[src/rtl/burst_walk_pkg.sv]
package burst_walk_pkg;

  localparam int unsigned LEN_W  = 8;
  localparam int unsigned SIZE_W = 3;

  typedef enum logic [1:0] {
    KIND_FIXED = 2'b00,
    KIND_INCR  = 2'b01,
    KIND_WRAP  = 2'b10,
    KIND_RSVD  = 2'b11
  } burst_kind_e;

  // Per-burst settings held for the whole walk.
  typedef struct packed {
    burst_kind_e             kind;
    logic [SIZE_W-1:0]       size;
    logic [LEN_W-1:0]        len;
    logic                    err;
  } burst_ctx_t;

endpackage

[src/rtl/bw_req_check.sv]
// Legality screen for an incoming request.
module bw_req_check
  import burst_walk_pkg::*;
#(
  parameter int unsigned MAX_SIZE      = 3,
  parameter int unsigned WRAP_MAX_LOG2 = 4
) (
  input  burst_kind_e        kind,
  input  logic [LEN_W-1:0]   len,
  input  logic [SIZE_W-1:0]  size,
  output logic               err
);

  logic [WRAP_MAX_LOG2-1:0] wrap_hit;

  // One comparator per legal wrap length: 2, 4, ... 2^WRAP_MAX_LOG2 beats.
  for (genvar k = 1; k <= WRAP_MAX_LOG2; k++) begin : g_wrap_len
    localparam logic [LEN_W-1:0] LegalLen = LEN_W'((1 << k) - 1);
    assign wrap_hit[k-1] = (len == LegalLen);
  end

  logic size_bad;
  logic wrap_bad;

  always_comb begin
    size_bad = (size > SIZE_W'(MAX_SIZE));
    wrap_bad = (kind == KIND_WRAP) && !(|wrap_hit);
    err      = (kind == KIND_RSVD) || size_bad || wrap_bad;
  end

endmodule

[src/rtl/bw_next_addr.sv]
// Combinational successor of the current beat address.
module bw_next_addr
  import burst_walk_pkg::*;
#(
  parameter int unsigned LOCAL_W = 12
) (
  input  logic [LOCAL_W-1:0] cur,
  input  burst_ctx_t         ctx,
  output logic [LOCAL_W-1:0] nxt
);

  localparam int unsigned SpanW = LOCAL_W + 1;

  logic [LOCAL_W-1:0] step;
  logic [LOCAL_W-1:0] size_mask;
  logic [LOCAL_W-1:0] aligned;
  logic [LOCAL_W-1:0] bumped;
  logic [LEN_W:0]     beats;
  logic [SpanW-1:0]   span;
  logic [LOCAL_W-1:0] wrap_mask;
  logic [LOCAL_W-1:0] wrap_next;

  always_comb begin
    step      = LOCAL_W'(1) << ctx.size;
    size_mask = step - LOCAL_W'(1);
    aligned   = cur & ~size_mask;
    bumped    = aligned + step;
    beats     = {1'b0, ctx.len} + (LEN_W+1)'(1);
    span      = SpanW'(beats) << ctx.size;
    wrap_mask = span[LOCAL_W-1:0] - LOCAL_W'(1);
    wrap_next = (aligned & ~wrap_mask) | (bumped & wrap_mask);

    if (ctx.err) begin
      nxt = cur;
    end else begin
      unique case (ctx.kind)
        KIND_INCR: nxt = bumped;
        KIND_WRAP: nxt = wrap_next;
        default:   nxt = cur;
      endcase
    end
  end

endmodule

[src/rtl/bw_beat_ctrl.sv]
// Busy flag and beat counter for one burst.
module bw_beat_ctrl
  import burst_walk_pkg::*;
(
  input  logic             clk,
  input  logic             rst_n,
  input  logic             start,
  input  logic [LEN_W-1:0] len,
  input  logic             take,
  output logic             busy,
  output logic [LEN_W-1:0] idx,
  output logic             last
);

  assign last = busy && (idx == len);

  always_ff @(posedge clk or negedge rst_n) begin
    if (!rst_n) begin
      busy <= 1'b0;
      idx  <= '0;
    end else if (start) begin
      busy <= 1'b1;
      idx  <= '0;
    end else if (busy && take) begin
      if (last) begin
        busy <= 1'b0;
      end else begin
        idx <= idx + LEN_W'(1);
      end
    end
  end

endmodule

[src/rtl/burst_addr_walker.sv]
// Walks the beat addresses of one AXI4 burst request at a time.
module burst_addr_walker
  import burst_walk_pkg::*;
#(
  parameter int unsigned ADDR_W   = 32,
  parameter int unsigned LOCAL_W  = 12,
  parameter int unsigned MAX_SIZE = 3
) (
  input  logic                clk,
  input  logic                rst_n,
  input  logic                req_valid,
  output logic                req_ready,
  input  logic [ADDR_W-1:0]   req_addr,
  input  logic [LEN_W-1:0]    req_len,
  input  logic [SIZE_W-1:0]   req_size,
  input  logic [1:0]          req_kind,
  output logic                beat_valid,
  input  logic                beat_ready,
  output logic [LOCAL_W-1:0]  beat_addr,
  output logic [LEN_W-1:0]    beat_idx,
  output logic                beat_last,
  output logic                beat_err
);

  burst_kind_e        kind_in;
  logic               err_in;
  logic               busy;
  logic               accept;
  logic               fire;
  burst_ctx_t         ctx_q;
  logic [LOCAL_W-1:0] addr_q;
  logic [LOCAL_W-1:0] addr_nxt;

  assign kind_in    = burst_kind_e'(req_kind);
  assign req_ready  = !busy;
  assign accept     = req_valid && req_ready;
  assign beat_valid = busy;
  assign fire       = beat_valid && beat_ready;

  bw_req_check #(
    .MAX_SIZE      (MAX_SIZE),
    .WRAP_MAX_LOG2 (4)
  ) u_check (
    .kind (kind_in),
    .len  (req_len),
    .size (req_size),
    .err  (err_in)
  );

  bw_beat_ctrl u_ctrl (
    .clk   (clk),
    .rst_n (rst_n),
    .start (accept),
    .len   (ctx_q.len),
    .take  (beat_ready),
    .busy  (busy),
    .idx   (beat_idx),
    .last  (beat_last)
  );

  bw_next_addr #(
    .LOCAL_W (LOCAL_W)
  ) u_next (
    .cur (addr_q),
    .ctx (ctx_q),
    .nxt (addr_nxt)
  );

  // Context and address registers; high address bits are dropped here.
  always_ff @(posedge clk or negedge rst_n) begin
    if (!rst_n) begin
      ctx_q  <= '{kind: KIND_FIXED, size: '0, len: '0, err: 1'b0};
      addr_q <= '0;
    end else if (accept) begin
      ctx_q  <= '{kind: kind_in, size: req_size, len: req_len, err: err_in};
      addr_q <= req_addr[LOCAL_W-1:0];
    end else if (fire && !beat_last) begin
      addr_q <= addr_nxt;
    end
  end

  assign beat_addr = addr_q;
  assign beat_err  = ctx_q.err;

endmodule

[config.mk]
export PLATFORM = sky130hd
export DESIGN_NAME = burst_addr_walker
export DESIGN_NICKNAME = d
export VERILOG_FILES = /design/src/rtl/burst_walk_pkg.sv /design/src/rtl/bw_req_check.sv /design/src/rtl/bw_next_addr.sv /design/src/rtl/bw_beat_ctrl.sv /design/src/rtl/burst_addr_walker.sv
export SDC_FILE = /design/constraint.sdc
export NUM_CORES = 1
export LEC_CHECK = 0
export BUFFER_PORTS_ARGS = -buffer_cell sky130_fd_sc_hd__buf_2
export CAP_MARGIN = 25
export CORE_UTILIZATION = 46
export CTS_CLUSTER_SIZE = 25
export DETAILED_ROUTE_END_ITERATION = 10
export PLACE_DENSITY = 0.79
export SLEW_MARGIN = 20
export SYNTH_ARGS = -nofsm -noshare
export SYNTH_HDL_FRONTEND = slang
export SYNTH_SLANG_ARGS = --single-unit
[constraint.sdc]
create_clock -name clk -period 3.59 [get_ports clk]
set_clock_uncertainty 0.05 [all_clocks]
set_input_delay 0.8975 -clock clk [delete_from_list [all_inputs] [get_ports clk]]
set_output_delay 0.8975 -clock clk [all_outputs]
set_load 0.01 [all_outputs]
==> results of run 1 <==
[final cells by class]
class	count	area share, %
Clock buffer	6	2.141
Inverter	10	0.9731
Sequential cell	35	22.74
Multi-Input combinational cell	360	60.17
Clock inverter	2	0.4217
Tap cell	96	3.114
Timing Repair Buffer	71	10.44
[layer usage]
metal  up-vias  GRT usage, %  routed length [um]
li1       1690             -                   -
met1      1683         36.73                4273
met2       168         42.47                4483
met3        18         2.545                 672
met4         0         7.154                 139
met5         -             0                   0
[registers in the layout, summed over array words and instances, names as in the netlist]
signal	cells
beat_addr	12
u_ctrl.idx	8
u_ctrl.busy	1
ctx_q	13
beat_err	1
[placed cells by master (no fill, tap or decap), drive strengths merged, types with 5 or more instances in the layout]
| master | instances |
|---|---|
| nand2b | 7 |
| nor2b | 8 |
| ha | 8 |
| dfrtp | 35 |
| xor2 | 11 |
| o211ai | 7 |
| clkbuf | 6 |
| xnor2 | 20 |
| nor3 | 9 |
| mux2i | 6 |
| a21oi | 21 |
| buf | 71 |
| nand3 | 18 |
| inv | 10 |
| nand4 | 12 |
| nand2 | 70 |
| and3 | 8 |
| mux2 | 5 |
| nor4 | 5 |
| a31oi | 7 |
| o21ai | 26 |
| nor2 | 31 |
[worst paths after layout]
check	from	to	slack, ns
max	ctx_q[1]$_DFFE_PN0P_	beat_addr[8]$_DFFE_PN0P_	0.14
min	ctx_q[4]$_DFFE_PN0P_	ctx_q[4]$_DFFE_PN0P_	0.49
max reg2reg	ctx_q[1]$_DFFE_PN0P_	beat_addr[8]$_DFFE_PN0P_	0.14
min reg2reg	ctx_q[4]$_DFFE_PN0P_	ctx_q[4]$_DFFE_PN0P_	0.49
max in group asynchronous	rst_n	ctx_q[9]$_DFFE_PN0P_	2.31
min in group asynchronous	rst_n	beat_addr[0]$_DFFE_PN0P_	0.63
[through the flow]
step                total power, mW  utilization [%]
finish                        3.861            55.55
global route                  4.159            55.55
CTS                           3.788            55.32
detailed placement            3.447            53.89
global placement              3.373            53.89
floorplan                     2.763                -
[repair_timing]
item	4_1_cts	5_1_grt
resized for setup	0	6
endpoints found under the hold margin	0	0
endpoints found under the setup margin	0	3
[power breakdown]
part           switching, mW  internal (mW)  total [mW]
logic                   1.59           1.14        2.73
registers              0.249          0.564       0.813
clock network          0.162          0.157       0.319
[logic make-up (layout without fill, tap and decap cells)]
family | after synthesis | in the layout | synth area share, %
XOR/XNOR | 31 | 31 | 8.259
AND/OR/NAND/NOR | 199 | 199 | 29.81
AO/OA/AOI/OAI | 111 | 111 | 23.41
buffers and inverters | 42 | 89 | 6.074
adder cells (fa/ha/maj) | 8 | 8 | 2.963
multiplexers | 11 | 11 | 3.555
flip-flops | 35 | 35 | 25.93
[worst max-delay path, cell delays in order (launching register included)]
cell,delay (ns)
dfrtp_1,0.39
ha_1,0.25
and3_4,0.22
mux2_4,0.32
o41ai_4,0.35
o221ai_2,0.23
or4_1,0.56
or3_1,0.38
a311oi_2,0.33
xnor2_1,0.16
o21ai_1,0.07
==> results.md, run 1 <==
* Initial antenna violation count at 0
* Measured slew at the worst slew-check pin at 0.8616 ns
* FILL cells at 613
* Design area at 3857 um2
* Max Buffers Root-to-Sink at 2
* Die Y-Extent at 87.70 um
* DRT Wirelength at 9.569 mm
* CTS tree: built
* Final Critical Period at 3.447 ns
* Initial Util at about half
* Fin worst setup slack at 0.1427 ns
* DRT antenna net count at 0
* Area share of the largest cell type after synthesis at 25.93%
* Setup TNS at 0 ns
* Synth top cells by count: 70 x nand2_1, 35 x dfrtp_1, 31 x nor2_1
* Post-synth ARST share at between 90% and 100%
* DP Worst Slack at around 0.12 ns
* Via density at 6.136
* Reg2Reg Depth at 10
* GRT overflow at 0
* Final routed DRC violation total at 0
* Post-synthesis register bit count at 35
* Slew Viols, Final at 0
* Top FF cell, synth: dfrtp_1
* Clock Latency Late Sink at 0.30 ns
* Placed cell count at 572
* Crit start category: flip-flop
* Pwr dens at around 1000 nW/um2
* Pin count of the biggest net entering global routing at 41
* Setup-failing EPs final at 0
* Post-CTS Setup Inserts at 0
* DP HPWL at 6.928 mm
* Max Freq at 290.1 MHz
* Final Hold Vio Count at 0
* Drt pass-1 iters at 5
* Layout net count at 540
* Core ar. at a little under 7000 um2
* Minimum hold slack at 0.4867 ns
* H-tree depth at 2
* Yosys warns at 0
* CTS Hold Bufs at 0
* WL/cell at 16.50 um
* Synth cell types at 70
* Fin crit share at between 90% and 100%
* CP Max Fanout at 4
* CP Class: reg -> reg
* Clk slew on worst S/H paths at 0.08 ns
* Hold Path Depth at 2
* Cell Area, Placed at 3742 um2
* PortBufs at 52
* Area growth syn-to-layout at 14.19%
* Run status: finished, final reports clean
* Share of cells above drive strength 1 at 22.11%
* CP Capture Type: flip-flop
* First-pass GRT wire length at 15.85 mm
* CTS Buf Count at 5
* Die area at 7690 um2
* Area of the multi-input gates at 2321 um2
* RePlAce Congestion at about 0.98
* VDD IR max at 0.5082 mV
* FP Rows at 30
* P_leak at 1.674 nW
* Most instantiated library cell after synthesis: nand2_1
* Post-synth EDFFs at 0
* Initial drt markers at 418
* Seq/Total Area, Yosys at about a quarter
* Vias in the first global route at 3224
* HP Class: reg -> reg
* Post-synth top area cell: dfrtp_1
* Total track usage at 26.02%
* Req. time, crit path at 3.71 ns
* Synthesized cell area at around 3400 um2
* # diodes at 0
* Root Buffer: clkbuf_8
* Via count at 3559
* Syn Area/Cell at 7.731 um2
* Max-slew headroom at a little over two fifths
* Die width at roughly 90 um
* I/O pin cnt at 73
* Syn nets at 494
* RSZ-0062 raised after global routing: false
* Mapped Cells at 437
* Final Instance Count excl. Fillers at 580
* Top post-synthesis cells by area: dfrtp_1 26%, nand2_1 7.8%, xnor2_1 4.9%, o21ai_0 3.7%, nor2_1 3.4%
* Clk sink count at 35
* Register area at 877.1 um2
* Max-cap viol count at 0
* Data arrival, critical path at 3.57 ns
(Power assumes the default switching activity.)
==> run 2: changes to the inputs <==
--- a/config.mk
+++ b/config.mk
@@ -10,7 +10,7 @@
 export CORE_UTILIZATION = 46
 export CTS_CLUSTER_SIZE = 25
 export DETAILED_ROUTE_END_ITERATION = 10
-export PLACE_DENSITY = 0.79
+export PLACE_DENSITY = 0.76
 export SLEW_MARGIN = 20
 export SYNTH_ARGS = -nofsm -noshare
 export SYNTH_HDL_FRONTEND = slang
==> constraint.sdc (replaced) <==
create_clock -name clk -period 3.2 [get_ports clk]
set_clock_uncertainty 0.05 [all_clocks]
set_input_delay 0.8 -clock clk [delete_from_list [all_inputs] [get_ports clk]]
set_output_delay 0.8 -clock clk [all_outputs]
set_load 0.01 [all_outputs]
==> results.md, run 2 (synthesis gave the netlist of run 1 again) <==
* Crit start category: flip-flop
* RR Startpoint: ctx_q[1]$_DFFE_PN0P_
* Initial drt markers at 505 (+21%)
* Total track usage at 28.35% (+2.3 points)
* # diodes at 0 (unchanged)
* I/O pin cnt at 73 (unchanged)
* Most common cell after layout, fill and taps aside: nand2_1
* P_int at 2.914 mW (+56%)
* Final routed DRC violation total at 0 (unchanged)
* DRT Wirelength at 10.88 mm (+14%)
* Req. time, crit path at 3.39 ns (-0.32 ns)
* Core ar. at 6944 um2 (unchanged)
* Setup-failing EPs final at 0 (unchanged)
* DP Worst Slack at -0.1053 ns (-0.2230 ns)
* P_leak at 1.996 nW (+19%)
* Via count at 3853 (+8.3%)
* CP Class: reg -> reg
* Final Hold Vio Count at 0 (unchanged)
* Comb pwr share at 76.2% (+5.5 points)
* DRT antenna net count at 0 (unchanged)
* WL/cell at 17.16 um (+4.0%)
* CTS tree: built
* Pin count of the biggest net entering global routing at 41 (unchanged)
* GRT overflow at 0 (unchanged)
* Area growth syn-to-layout at 35.93%
* Max reg flops at 13 (unchanged)
* PortBufs at 52 (unchanged)
* Initial antenna violation count at 0 (unchanged)
* Most frequent cells in the layout: 68 x nand2_1, 64 x buf_4, 52 x buf_2
* Initial Util at 48.65% (unchanged)
* Clk slew on worst S/H paths at 0.09 ns (about the same)
* Final Instance Count excl. Fillers at 634 (+9.3%)
* Drt pass-1 iters at 5 (unchanged)
* Clk sink count at 35 (unchanged)
* HP Class: reg -> reg
* Run status: finished, final reports clean
* Data arrival, critical path at 3.34 ns (-0.23 ns)
* VDD IR max at 0.5349 mV (+5.3%)
* Max Freq at 317.3 MHz (+9.4%)
* Placed cell count at 612 (+7.0%)
* Fin worst setup slack at 0.04875 ns (-0.09394 ns)
* Vias in the first global route at 3551 (+10%)
* Root Buffer: clkbuf_8
* Minimum hold slack at 0.5146 ns (+0.02786 ns)
* Hold path startpoint: ctx_q[13]$_DFFE_PN0P_
* Setup TNS at 0 ns (unchanged)
* Via density at 6.077 (-0.96%)
* Die Y-Extent at 87.70 um (unchanged)
* Max-cap viol count at 0 (unchanged)
* Die area at 7690 um2 (unchanged)
* Max-slew headroom at 41.76% (-0.66 points)
* Switch share at 48.12% (-3.6 points)
* Final Critical Period at 3.151 ns (-0.2961 ns)
* FP Rows at 30 (unchanged)
* First-pass GRT wire length at 17.01 mm (+7.3%)
* Sw power at 2.703 mW (+35%)
* Fin crit share at 98.48% (+2.5 points)
* Pwr dens at 1223 nW/um2 (+22%)
* Largest Register: ctx_q
* H-tree depth at 2 (unchanged)
* CP Capture Type: flip-flop
* DP HPWL at 7.638 mm (+10%)
* Measured slew at the worst slew-check pin at 0.8718 ns (+0.01014 ns)
* RePlAce Congestion at 0.9278 (-5.2%)
* Slew Viols, Final at 0 (unchanged)
* RSZ-0062 raised after global routing: true
* FF-to-FF setup slack at 0.05 ns (-0.09 ns)
* Clock power frac at 7.6% (-0.7 points)
* CP Max Fanout at 7 (+3)
* Share of cells above drive strength 1 at 36.62% (+15 points)
* Clock Latency Late Sink at 0.31 ns (about the same)
* Layout net count at 594 (+10%)
* CTS Buf Count at 5 (unchanged)
* Max Buffers Root-to-Sink at 2 (unchanged)
* Die width at 87.70 um (unchanged)
* Worst Setup SP: ctx_q[1]$_DFFE_PN0P_
* Sequential power share at 16.2% (-4.8 points)
==> run 2: cell type report <==
type                            count  area, um2
Clock buffer                        5      68.82
Sequential cell                    35      879.6
Inverter                           10      37.54
Tap cell                           96      120.1
Multi-Input combinational cell    360       2580
Clock inverter                      3      46.29
Fill cell                         551       2352
Timing Repair Buffer              125      859.6
==> run 2: critical path: stages (launching register included) <==
cell and delay (ns):
dfrtp_1 0.43, buf_6 0.14, buf_12 0.13, a31o_4 0.23
a32oi_2 0.28, o32ai_2 0.12, or4b_4 0.53, buf_6 0.14
and3b_1 0.23, a31o_2 0.17, a21oi_2 0.05, or4_1 0.47
nand3_1 0.10
==> run 2: path summary, 6_finish.rpt <==
kind | end | depth (start not counted)
worst max-delay path | beat_addr[11]$_DFFE_PN0P_ | 12
max in group asynchronous | ctx_q[10]$_DFFE_PN0P_ | 1
min in group asynchronous | ctx_q[12]$_DFFE_PN0P_ | 1
worst min register to register | ctx_q[13]$_DFFE_PN0P_ | 2
worst min-delay path | ctx_q[13]$_DFFE_PN0P_ | 2
worst max register to register | beat_addr[11]$_DFFE_PN0P_ | 12
==> run 2: power by group through the flow <==
stage                     Clock [mW]  Sequential [mW]  Combinational (mW)
after CTS                      0.428            0.891                3.68
final                          0.428            0.907                4.28
after floorplan                    0            0.856                2.37
after detailed placement           0            0.893                3.46
after global placement             0            0.880                3.39
after global routing           0.445            0.935                4.57
==> run 2: timing repair <==
item / in CTS / in global routing
resized for setup: 17 / 35
pin swaps: 12 / 23
endpoints found under the setup margin: 4 / 5
hold buffers: 0 / 0
setup buffers: 3 / 11
==> run 2: metrics by stage <==
| stage | power [mW] | area, um2 | util (%) |
|---|---|---|---|
| after floorplan | 3.222 | 3467 | - |
| after global placement | 4.266 | 4098 | 59.01 |
| after detailed placement | 4.356 | 4098 | 59.01 |
| after CTS | 5.001 | 4310 | 62.07 |
| after global routing | 5.954 | 4592 | 66.13 |
| final | 5.618 | 4592 | 66.13 |
==> run 2: routing by layer <==
metal	vias to the layer above	wire (um)	global-route usage, %
li1	1797	-	-
met1	1817	4616	37.36
met2	206	5256	47.23
met3	33	765	3.959
met4	0	239	10.73
met5	-	0	0
